<file path="src/rtl/fracdiv_pkg.sv">
package fracdiv_pkg;

  // Number of placement slots per reference period (rising, then falling).
  localparam int SLOT_CNT  = 2;
  localparam int SLOT_RISE = 0;
  localparam int SLOT_FALL = 1;

  // Strobes from control to the accumulator datapath.
  typedef struct packed {
    logic clear;  // zero the phase accumulator
    logic step;   // advance the phase by one period (all slots)
  } accCmd_t;

  // Strobes from control to the dual-edge output stage.
  typedef struct packed {
    logic riseFlip; // toggle the rising-edge flop at this edge
    logic fallArm;  // toggle the falling-edge flop at the next falling edge
    logic park;     // force the output low and hold it
  } edgeCmd_t;

endpackage

</file>
<file path="src/rtl/fracdiv_phase_dp.sv">
module fracdiv_phase_dp
  import fracdiv_pkg::*;
#(
  parameter int ACC_W = 16
) (
  input  logic                refClk,
  input  logic                rstN,
  input  accCmd_t             accCmd,
  input  logic [ACC_W-1:0]    divWord,
  output logic [SLOT_CNT-1:0] slotCarry,
  output logic [ACC_W-1:0]    accQ
);

  localparam int SUM_W = ACC_W + 1;

  logic [ACC_W-1:0] slotBase [SLOT_CNT+1];
  logic [SUM_W-1:0] slotSum  [SLOT_CNT];

  assign slotBase[0] = accQ;

  // One adder per slot, chained: each slot's residue seeds the next slot.
  for (genvar s = 0; s < SLOT_CNT; s++) begin : g_slot
    assign slotSum[s]     = {1'b0, slotBase[s]} + {1'b0, divWord};
    assign slotBase[s+1]  = slotSum[s][ACC_W-1:0];
    assign slotCarry[s]   = slotSum[s][ACC_W];
  end

  always_ff @(posedge refClk or negedge rstN) begin
    if (!rstN) begin
      accQ <= '0;
    end else if (accCmd.clear) begin
      accQ <= '0;
    end else if (accCmd.step) begin
      accQ <= slotBase[SLOT_CNT];
    end
  end

endmodule

</file>
<file path="src/rtl/fracdiv_ctrl.sv">
module fracdiv_ctrl
  import fracdiv_pkg::*;
(
  input  logic                enable,
  input  logic [SLOT_CNT-1:0] slotCarry,
  output accCmd_t             accCmd,
  output edgeCmd_t            edgeCmd
);

  always_comb begin
    accCmd          = '0;
    edgeCmd         = '0;
    accCmd.clear    = !enable;
    accCmd.step     = enable;
    edgeCmd.park    = !enable;
    edgeCmd.riseFlip = enable && slotCarry[SLOT_RISE];
    edgeCmd.fallArm  = enable && slotCarry[SLOT_FALL];
  end

endmodule

</file>
<file path="src/rtl/fracdiv_edge_out.sv">
module fracdiv_edge_out
  import fracdiv_pkg::*;
(
  input  logic     refClk,
  input  logic     rstN,
  input  edgeCmd_t edgeCmd,
  output logic     riseTglQ,
  output logic     fallPendQ,
  output logic     fallTglQ
);

  // Rising-edge domain: own toggle flop and the pending falling-slot decision.
  always_ff @(posedge refClk or negedge rstN) begin
    if (!rstN) begin
      riseTglQ  <= 1'b0;
      fallPendQ <= 1'b0;
    end else if (edgeCmd.park) begin
      // Match the falling flop so the XOR output is low and stays low.
      riseTglQ  <= fallTglQ;
      fallPendQ <= 1'b0;
    end else begin
      if (edgeCmd.riseFlip) begin
        riseTglQ <= ~riseTglQ;
      end
      fallPendQ <= edgeCmd.fallArm;
    end
  end

  // Falling-edge domain: applies the decision registered half a period earlier.
  always_ff @(negedge refClk or negedge rstN) begin
    if (!rstN) begin
      fallTglQ <= 1'b0;
    end else if (fallPendQ) begin
      fallTglQ <= ~fallTglQ;
    end
  end

endmodule

</file>
<file path="src/rtl/fracdiv_top.sv">
module fracdiv_top
  import fracdiv_pkg::*;
#(
  parameter int ACC_W = 16
) (
  input  logic             refClk,
  input  logic             rstN,
  input  logic             enable,
  input  logic [ACC_W-1:0] divWord,
  output logic             divClk
);

  accCmd_t             accCmd;
  edgeCmd_t            edgeCmd;
  logic [SLOT_CNT-1:0] slotCarry;
  logic [ACC_W-1:0]    accQ;
  logic                riseTglQ;
  logic                fallPendQ;
  logic                fallTglQ;

  fracdiv_phase_dp #(.ACC_W(ACC_W)) phase_i (
    .refClk    (refClk),
    .rstN      (rstN),
    .accCmd    (accCmd),
    .divWord   (divWord),
    .slotCarry (slotCarry),
    .accQ      (accQ)
  );

  fracdiv_ctrl ctrl_i (
    .enable    (enable),
    .slotCarry (slotCarry),
    .accCmd    (accCmd),
    .edgeCmd   (edgeCmd)
  );

  fracdiv_edge_out edge_i (
    .refClk    (refClk),
    .rstN      (rstN),
    .edgeCmd   (edgeCmd),
    .riseTglQ  (riseTglQ),
    .fallPendQ (fallPendQ),
    .fallTglQ  (fallTglQ)
  );

  assign divClk = riseTglQ ^ fallTglQ;

endmodule

</file>
<file path="config.mk">
export PLATFORM = sky130hd
export DESIGN_NAME = fracdiv_top
export DESIGN_NICKNAME = d
export VERILOG_FILES = /design/src/rtl/fracdiv_pkg.sv /design/src/rtl/fracdiv_phase_dp.sv /design/src/rtl/fracdiv_ctrl.sv /design/src/rtl/fracdiv_edge_out.sv /design/src/rtl/fracdiv_top.sv
export SDC_FILE = /design/constraint.sdc
export NUM_CORES = 1
export LEC_CHECK = 0
export ABC_AREA = 1
export BUFFER_PORTS_ARGS = -buffer_cell sky130_fd_sc_hd__buf_2
export CAP_MARGIN = 20
export CORE_MARGIN = 4
export CORE_UTILIZATION = 28
export DETAILED_ROUTE_END_ITERATION = 6
export PLACE_DENSITY = 0.44
export SYNTH_ARGS = -nofsm -noshare
export SYNTH_HDL_FRONTEND = slang
export SYNTH_SLANG_ARGS = --single-unit
export TNS_END_PERCENT = 20
</file>
<file path="constraint.sdc">
create_clock -name refClk -period 2.7 [get_ports refClk]
set_input_delay 0.27 -clock refClk [delete_from_list [all_inputs] [get_ports refClk]]
set_output_delay 0.27 -clock refClk [all_outputs]
set_load 0.05 [all_outputs]
</file>
* After elaboration in Yosys (flattened, before gate mapping)
Index checks and enable logic that the tools add are counted.
Storage, ports and cells: register bits 19
Cells by class: equal/unequal tests 1, bitwise logic cells 3, reductions and logical operators 2, multiplexer cells 4, $add $sub $neg 2
Operator list (count):
- $add A16 B16 Y17 | 2
- $mux W16 | 1
- $mux W1 | 3
- $logic_and A1 B1 Y1 | 2
- $ne A2 B1 Y1 const B | 1
- $not A1 Y1 | 2
- $xor A1 B1 Y1 | 1

* Depth between registers and ports, before layout
Gate-level depths: netlist of the first run.
depth in word-level cells 4, depth in mapped cells 20, depth with buffers taken out 20

* Modules after synthesis
Synthesis of the first run repeated with hierarchy kept, for this count alone.
Second synthesis, totals: cells, all modules 423, area, all modules 2578.7 µm²
Modules (own cells, without submodules):
- fracdiv_phase_dp | times used 1, area each 2402.3 µm², cells each 397, seq. area each 400.4 µm²
- fracdiv_edge_out | times used 1, area each 123.9 µm², cells each 14, seq. area each 75.1 µm²
- fracdiv_ctrl | times used 1, area each 33.8 µm², cells each 7, seq. area each 0.0 µm²
- fracdiv_top | times used 1, area each 18.8 µm², cells each 5, seq. area each 0.0 µm²

==> results of run 1 <==
-- final cells by class --
cell class,instances,share of cell area (%)
Tap cell,105,4.241
Timing Repair Buffer,36,7.391
Multi-Input combinational cell,305,63.49
Clock buffer,4,1.454
Sequential cell,19,15.35
Inverter,66,8.078
-- worst max-delay path, delay by kind of cell (launching register included) --
family | cells | cell delay, ns
xor gates and xnor gates | 1 | 0.16
buffers and inverters | 1 | 0.17
DFF | 1 | 0.45
-- layer usage --
layer  track usage [%]  wire (um)
met1             19.00       3461
met2             23.65       3541
met3             1.661        103
met4             3.109         46
met5                 0          0
-- final timing paths --
path / from / end / slack [ns] / depth (start not counted)
setup / recovery: edge_i.fallTglQ$_DFFE_NN0P_ / divClk / 0.02 / 2
hold / removal: rstN / phase_i.accQ[0]$_DFF_PN0_ / 0.02 / 2
setup reg to reg: phase_i.accQ[0]$_DFF_PN0_ / phase_i.accQ[14]$_DFF_PN0_ / 0.04 / 17
hold reg to reg: edge_i.fallTglQ$_DFFE_NN0P_ / edge_i.fallTglQ$_DFFE_NN0P_ / 0.57 / 2
max in group asynchronous: rstN / edge_i.fallTglQ$_DFFE_NN0P_ / 1.56 / 1
min in group refClk: divWord[0] / phase_i.accQ[0]$_DFF_PN0_ / 0.37 / 4
-- power by group --
part | internal (W) | switching, W | total, W | leakage, nW
registers | 0.000408 | 0.0000637 | 0.000472 | 0.241
clock network | 0.000105 | 0.000117 | 0.000222 | 0.0228
logic | 0.00137 | 0.00208 | 0.00345 | 1.44
-- registers in the layout, summed over array words and instances, names as in the netlist --
signal,count
phase_i.accQ,16
edge_i.fallPendQ,1
edge_i.riseTglQ,1
edge_i.fallTglQ,1
-- through the flow --
step | hold WS [ns] | util [%] | cell area, um^2
finish | 0.01703 | 37.33 | 3098
global route | 0.04683 | 37.33 | 3098
CTS | 0.03224 | 33.71 | 2798
detailed placement | 0.3288 | 32.64 | 2709
global placement | 0.3220 | 32.64 | 2709
floorplan | -0.02559 | - | 2422
-- synthesized netlist by cell type, drive strengths merged --
cell	n
nand4	1
xor2	9
nand2	136
fa	2
clkbuf	1
nand3b	1
or2	1
nand3	22
inv	66
and2	5
ha	34
nor3	4
xnor2	1
o21ai	15
dfrtp	18
dfrtn	1
a21oi	33
a21o	3
o21bai	2
nor2	36
-- cells by family after synthesis --
family	synth area share, %
AO/OA/AOI/OAI	11.81
adder cells (fa/ha/maj)	19.27
flip-flops	19.69
XOR/XNOR	3.627
buffers and inverters	10.57
AND/OR/NAND/NOR	35.03
-- timing repair --
item,CTS,global route
pin swaps,1,24
buffers inserted,1,7
gates resized for setup,7,61
setup endpoints to repair,6,12
==> reports/metrics.csv, run 1 <==
metric,value,unit
global-route total usage across every layer,13.98,%
post-synth cell types,26,
"Remaining Overflow, GRT",0,
run status,"finished, final reports clean",
"commonest non-fill, non-tap cell in the layout",sky130_fd_sc_hd__nand2_1,
Critical-path top delay cell,sky130_fd_sc_hd__dfrtn_1,
Worst-Margin Slew,0.3400,ns
syn nets,446,
Crit. End Element,primary output,
standard-cell rows,33,
multi-input combinational cell area,1967,um^2
DIE WIDTH,100.9,um
number of failing hold endpoints at the final stage,0,
Final ANT Viol Nets,0,
clock slew at reported path FFs,0.09,ns
Final Non-Filler Cells,535,
# placed instances,523,
Synth Cell Area,2415,um^2
growth of design area from synthesis to finish,28.29,%
LEAKAGE,1.702,nW
die height,100.9,um
post-DR wirelength/cell,13.37,um
type of the worst min-delay path,primary input to asynchronous set/reset pin,
per-instance average area after synthesis,6.176,um^2
biggest area contributors in the synthesized netlist,"sky130_fd_sc_hd__nand2_1 21%, sky130_fd_sc_hd__dfrtp_1 19%, sky130_fd_sc_hd__ha_1 18%, sky130_fd_sc_hd__inv_1 10%, sky130_fd_sc_hd__a21oi_1 6.6%",
Placement Setup Slack,-0.1235,ns
normalized max-slew margin,77.33,%
count of pins over their slew limit,0,
pwr dens,1337,nW/um^2
layout net count,486,
clock period minus worst slack,2.678,ns
drt total wl,7152,um
post-route clock period utilization,99.17,%
maximum clock frequency,376.4,MHz
number of violations reported at the end of detailed-routing iteration 0,64,
number of vias per cell after detailed routing,4.598,
Die Footprint,10170,um^2
Yosys top cell by area,sky130_fd_sc_hd__nand2_1,
number of maximum-capacitance violations,0,
total number of vias,2460,
initial antenna violation count,0,
worst supply voltage drop on vdd,0.0003414,V
number of levels in the clock H-tree,1,
number of primary I/O pins,20,
sum of negative setup slack,0,ns
Crit Path Category,register to primary output,
arrival time worst endpoint,2.41,ns
RSZ-0062 raised after global routing,yes,
Post-Syn Instances,391,
worst-case clock skew,0.01863,ns
number of buffers added by the clock tree synthesis step,3,
post-layout power,0.004143,W
maximum number of pins on one net before global-route repair,19,
most frequent cells in the layout,"112 x sky130_fd_sc_hd__nand2_1, 58 x sky130_fd_sc_hd__inv_1, 33 x sky130_fd_sc_hd__nor2_1",
sort of element at the start of the critical path,register,
maximum clock path buffer count,2,
number of detailed-route iterations in the first pass,4,
Yosys Warn Count,0,
global-route wire length before repair,11160,um
vias in the first global route,2315,
CTS root buffer,sky130_fd_sc_hd__clkbuf_8,
Sinks on Clock Net,19,
diode insertion count for antenna repair,0,
DRC violation count after routing,0,
core region area,8299,um^2
clock latency at the later pin of the worst-skew pair,0.28,ns
count of input and output buffers,19,
longest individual stage delay on the worst path,0.45,ns
area taken by flip-flops and latches,475.5,um^2
"flops & latches, synth",19,
setup ws final,0.02243,ns
share of Yosys cell area claimed by the top area cell type,20.67,%
half-perimeter wire length of the detailed placement result,5683,um
initial cell density of the core,29.10,%
Hold Buf Count CTS,0,
setup violators final,0,
peak fanout along the critical path,2,
gp weighted congestion,0.7969,
Crit path required time,2.43,ns
chain of cells forming the critical path,xor2_2 -> buf_6,
number of filler instances in the final layout,920,
sequential share of the synthesized area,19.69,%
clock tree from TritonCTS,built,
share of cells above drive strength 1,25.35,%
(Power assumes the default switching activity.)
==> run 2, diff against run 1 <==
- CORE_UTILIZATION: 28 -> 53
- PLACE_DENSITY: 0.44 -> 0.73
==> reports/metrics.csv, run 2 (same netlist as run 1, synthesis figures left out) <==
metric,value,unit,change
run status,"finished, final reports clean",,unchanged
number of violations reported at the end of detailed-routing iteration 0,230,,was 64
standard-cell rows,24,,was 33
pwr dens,1352,nW/um^2,was 1337 nW/um^2
"commonest non-fill, non-tap cell in the layout",sky130_fd_sc_hd__nand2_1,,unchanged
largest register by flop count,phase_i.accQ,,unchanged
growth of design area from synthesis to finish,22.85,%,was 28.29%
type of the worst min-delay path,primary input to register,,was primary input to asynchronous set/reset pin
Comb power frac,82.8,%,was 83.3%
Worst Path Buf+Inv,1,,unchanged
arrival time worst endpoint,2.41,ns,about the same
Crit. End Element,primary output,,unchanged
total number of vias,2479,,"was 2,460"
clock slew at reported path FFs,0.08,ns,was 0.09 ns
post-layout power,0.004011,W,was 0.004143 W
Sinks on Clock Net,19,,unchanged
number of maximum-capacitance violations,0,,unchanged
clock group share of total power,5.4,%,about the same
clock tree from TritonCTS,built,,unchanged
number of detailed-route iterations in the first pass,4,,unchanged
count of input and output buffers,19,,unchanged
number of levels in the clock H-tree,1,,unchanged
longest individual stage delay on the worst path,0.45,ns,about the same
Critical-path top delay cell,sky130_fd_sc_hd__dfrtn_1,,unchanged
global-route wire length before repair,9915,um,"was 11,160 um"
"Remaining Overflow, GRT",0,,unchanged
peak fanout along the critical path,2,,unchanged
number of vias per cell after detailed routing,5.175,,was 4.598
drt total wl,6235,um,was 7152 um
number of failing hold endpoints at the final stage,0,,unchanged
number of flip-flops under the largest register name,16,,unchanged
setup violators final,0,,unchanged
DRC violation count after routing,0,,unchanged
chain of cells forming the critical path,xor2_2 -> buf_4,,was xor2_2 -> buf_6
Worst-Margin Slew,0.3356,ns,was 0.3400 ns
layout net count,483,,was 486
count of pins over their slew limit,0,,unchanged
Crit path required time,2.43,ns,about the same
die height,75.50,um,was 100.9 um
LEAKAGE,1.698,nW,was 1.702 nW
global-route total usage across every layer,22.80,%,was 13.98%
most frequent cells in the layout,"115 x sky130_fd_sc_hd__nand2_1, 60 x sky130_fd_sc_hd__inv_1, 34 x sky130_fd_sc_hd__nor2_1",,"was 112 x sky130_fd_sc_hd__nand2_1, 58 x sky130_fd_sc_hd__inv_1, 33 x sky130_fd_sc_hd__nor2_1"
Placement Setup Slack,-0.08424,ns,was -0.1235 ns
start point of the worst min-delay path,divWord[0],,
Crit Path Category,register to primary output,,unchanged
share of cells above drive strength 1,22.48,%,was 25.35%
diode insertion count for antenna repair,0,,unchanged
sequential fraction of design power,11.7,%,was 11.4%
maximum number of pins on one net before global-route repair,19,,unchanged
initial antenna violation count,0,,unchanged
worst-case clock skew,0.01244,ns,was 0.01863 ns
critical register-to-register path startpoint,phase_i.accQ[0]$_DFF_PN0_,,unchanged
Final ANT Viol Nets,0,,unchanged
switching share of total power,54.68,%,was 54.56%
clock latency at the later pin of the worst-skew pair,0.27,ns,was 0.28 ns
number of buffers added by the clock tree synthesis step,3,,unchanged
post-DR wirelength/cell,13.02,um,was 13.37 um
DIE WIDTH,75.50,um,was 100.9 um
Die Footprint,5700,um^2,"was 10,170 um^2"
worst supply voltage drop on vdd,0.0007397,V,was 0.0003414 V
core region area,4384,um^2,was 8299 um^2
number of primary I/O pins,20,,unchanged
sort of element at the start of the critical path,register,,unchanged
net switching power figure,0.002193,W,was 0.002260 W
RSZ-0062 raised after global routing,yes,,unchanged
vias in the first global route,2254,,"was 2,315"
crit path launch,edge_i.fallTglQ$_DFFE_NN0P_,,unchanged
gp weighted congestion,0.9086,,was 0.7969
CTS root buffer,sky130_fd_sc_hd__clkbuf_8,,unchanged
half-perimeter wire length of the detailed placement result,4877,um,was 5683 um
maximum clock path buffer count,2,,unchanged
setup ws final,0.01577,ns,was 0.02243 ns
initial cell density of the core,55.08,%,was 29.10%
Final Non-Filler Cells,479,,was 535
# placed instances,466,,was 523
cell family contributing the most delay on the critical path,flip-flops,,unchanged
normalized max-slew margin,77.39,%,was 77.33%
internal power component,0.001818,W,was 0.001883 W
Util after Layout,67.67,%,was 37.33%
[run 2: power groups by stage]
stage	clock, W	sequential, W	combinational (W)
detailed placement	0	0.000478	0.00270
global placement	0	0.000474	0.00267
CTS	0.000222	0.000468	0.00275
finish	0.000218	0.000471	0.00332
global route	0.000230	0.000485	0.00375
floorplan	0	0.000454	0.00212
[run 2: final timing paths]
| kind | cells after the start | end | slack, ns |
|---|---|---|---|
| min in group asynchronous | 3 | edge_i.fallPendQ$_DFF_PN0_ | 0.53 |
| min reg2reg | 2 | edge_i.fallTglQ$_DFFE_NN0P_ | 0.58 |
| max | 2 | divClk | 0.02 |
| min | 4 | phase_i.accQ[0]$_DFF_PN0_ | 0.38 |
| max in group asynchronous | 2 | edge_i.fallTglQ$_DFFE_NN0P_ | 1.03 |
| max reg2reg | 16 | phase_i.accQ[15]$_DFF_PN0_ | 0.07 |
[run 2: layout make-up]
cell class	instances	area, um^2
tap	52	65.06
multi-input combinational	305	1926
sequential	19	475.5
clock buffer	4	45.04
fill	390	1418
timing repair buffer	33	205.2
inverter	66	250.2
[run 2: stage by stage]
stage	hold slack [ns]	instance area, um^2	setup TNS [ns]
finish	0.3778	2967	0
detailed placement	0.2802	2613	-0.1464
floorplan	-0.02559	2422	0
global placement	0.2798	2613	-0.07726
CTS	0.3732	2683	0
global route	0.3850	2967	-0.9334
[run 2: worst register-to-register path, delay by kind of cell (launching register included)]
kind	cells	cell delay, ns
AND/OR/NAND/NOR	9	0.77
flip-flops	1	0.37
XOR/XNOR	1	0.17
AO/OA/AOI/OAI	2	0.31
buffers and inverters	1	0.04
adder cells (fa/ha/maj)	3	0.87
[run 2: per-layer routing]
metal,part of all wire (%),GRT usage [%],routed length (um)
met1,48,32.16,2963
met2,47,36.91,2940
met3,3.6,2.770,223
met4,1.7,5.825,108
met5,0,0,0
[run 2: what timing repair did]
item	4_1_cts	5_1_grt
hold buffers	1	0
endpoints found under the setup margin	3	11
gates resized for setup	3	55
pin swaps	1	27
buffers inserted	1	7
hold endpoints to repair	18	0
==> run 3, diff against run 2 <==
- BUFFER_PORTS_ARGS: -buffer_cell sky130_fd_sc_hd__buf_2 -> not set
- DONT_BUFFER_PORTS: not set -> 1
- PLACE_DENSITY: 0.73 -> 0.69
- SKIP_CTS_REPAIR_TIMING: not set -> 1
==> reports/metrics.csv, run 3 (same netlist as run 1, synthesis figures left out) <==
metric,value,unit,change
total number of vias,2402,,"was 2,479"
post-DR wirelength/cell,13.93,um,was 13.02 um
violations in the final reports,negative setup slack,,
setup ws final,-0.01212,ns,was 0.01577 ns
pwr dens,1404,nW/um^2,was 1352 nW/um^2
worst supply voltage drop on vdd,0.0006819,V,was 0.0007397 V
Sinks on Clock Net,19,,unchanged
DIE WIDTH,75.50,um,unchanged
gp weighted congestion,0.9079,,was 0.9086
clock slew at reported path FFs,0.09,ns,was 0.08 ns
LEAKAGE,1.583,nW,was 1.698 nW
half-perimeter wire length of the detailed placement result,4944,um,was 4877 um
core region area,4384,um^2,unchanged
clock tree from TritonCTS,built,,unchanged
area taken by flip-flops and latches,475.5,um^2,unchanged
initial cell density of the core,55.08,%,unchanged
standard-cell rows,24,,unchanged
normalized max-slew margin,34.92,%,was 77.39%
Crit path required time,2.43,ns,about the same
number of failing hold endpoints at the final stage,0,,unchanged
die height,75.50,um,unchanged
setup violators final,1,,was 0
arrival time worst endpoint,2.44,ns,was 2.41 ns
number of detailed-route iterations in the first pass,4,,unchanged
hold slack,0.1097,ns,was 0.3778 ns
count of input and output buffers,0,,was 19
number of violations reported at the end of detailed-routing iteration 0,128,,was 230
global-route wire length before repair,9949,um,was 9915 um
worst-case clock skew,0.01066,ns,was 0.01244 ns
Final Non-Filler Cells,454,,was 479
number of buffers added by the clock tree synthesis step,3,,unchanged
maximum number of pins on one net before global-route repair,20,,was 19
run status,finished with violations,,"was finished, final reports clean"
drt total wl,6322,um,was 6235 um
number of flip-flops under the largest register name,16,,unchanged
global-route total usage across every layer,22.85,%,was 22.80%
largest register by flop count,phase_i.accQ,,unchanged
number of levels in the clock H-tree,1,,unchanged
clock latency at the later pin of the worst-skew pair,0.28,ns,was 0.27 ns
initial antenna violation count,0,,unchanged
# placed instances,445,,was 466
layout net count,458,,was 483
diode insertion count for antenna repair,0,,unchanged
Placement Setup Slack,-0.1300,ns,was -0.08424 ns
DRC violation count after routing,0,,unchanged
number of primary I/O pins,20,,unchanged
Final ANT Viol Nets,0,,unchanged
Crit Path Category,register to primary output,,unchanged
type of the worst min-delay path,primary input to register,,unchanged
multi-input combinational cell area,1933,um^2,was 1926 um^2
Worst-Margin Slew,0.9730,ns,was 0.3356 ns
"commonest non-fill, non-tap cell in the layout",sky130_fd_sc_hd__nand2_1,,unchanged
sort of element at the start of the critical path,register,,unchanged
number of vias per cell after detailed routing,5.291,,was 5.175
most frequent cells in the layout,"118 x sky130_fd_sc_hd__nand2_1, 59 x sky130_fd_sc_hd__inv_1, 36 x sky130_fd_sc_hd__nor2_1",,"was 115 x sky130_fd_sc_hd__nand2_1, 60 x sky130_fd_sc_hd__inv_1, 34 x sky130_fd_sc_hd__nor2_1"
maximum clock path buffer count,2,,unchanged
count of pins over their slew limit,0,,unchanged
CTS root buffer,sky130_fd_sc_hd__clkbuf_8,,unchanged
number of maximum-capacitance violations,0,,unchanged
Crit. End Element,primary output,,unchanged
peak fanout along the critical path,3,,was 2
"Remaining Overflow, GRT",0,,unchanged
vias in the first global route,2163,,"was 2,254"
share of cells above drive strength 1,16.92,%,was 22.48%
Die Footprint,5700,um^2,unchanged
RSZ-0062 raised after global routing,yes,,unchanged
growth of design area from synthesis to finish,17.41,%,was 22.85%
number of filler instances in the final layout,386,,was 390
run 3: worst paths after layout:
kind	startpoint	endpoint	slack, ns	cells after the start
max	edge_i.fallTglQ$_DFFE_NN0P_	divClk	-0.01	2
min	enable	phase_i.accQ[14]$_DFF_PN0_	0.11	2
max reg2reg	phase_i.accQ[2]$_DFF_PN0_	phase_i.accQ[14]$_DFF_PN0_	0.08	15
min reg2reg	edge_i.fallTglQ$_DFFE_NN0P_	edge_i.fallTglQ$_DFFE_NN0P_	0.48	1
max in group asynchronous	rstN	phase_i.accQ[8]$_DFF_PN0_	1.51	1
min in group asynchronous	rstN	edge_i.fallPendQ$_DFF_PN0_	0.60	1
run 3: stage by stage:
step           setup TNS, ns  area, um^2  util [%]  power (W)
2_1_floorplan              0        2422         -   0.002579
3_3_place_gp        -0.05807        2502     57.08   0.003110
3_5_place_dp         -0.2524        2502     57.08   0.003149
4_1_cts              -0.3404        2547     58.11   0.003383
5_1_grt              -0.4773        2835     64.67   0.004434
6_report            -0.01212        2835     64.67   0.003980
run 3: report_power, final:
part | switching [W] | total (W) | internal, W
Sequential | 0.0000666 | 0.000475 | 0.000408
Combinational | 0.00202 | 0.00328 | 0.00127
Clock | 0.000115 | 0.000220 | 0.000106
run 3: area by class of cell:
cell class	count	share of cell area [%]
clock buffers	4	1.589
inverters	66	8.826
multi-input cells	305	68.18
flip-flops and latches	19	16.77
well taps	52	2.295
repair buffers	8	2.339
run 3: critical path, stage by stage (launching register included):
cell	delay, ns
sky130_fd_sc_hd__dfrtn_1	0.49
sky130_fd_sc_hd__xor2_2	0.15
sky130_fd_sc_hd__buf_6	0.17
run 3: metal layers:
metal | share of wire, % | track usage (%) | routed length, um
met1 | 45 | 32.24 | 2845
met2 | 50 | 37.39 | 3140
met3 | 4.0 | 2.243 | 253
met4 | 1.3 | 5.825 | 82
met5 | 0 | 0 | 0
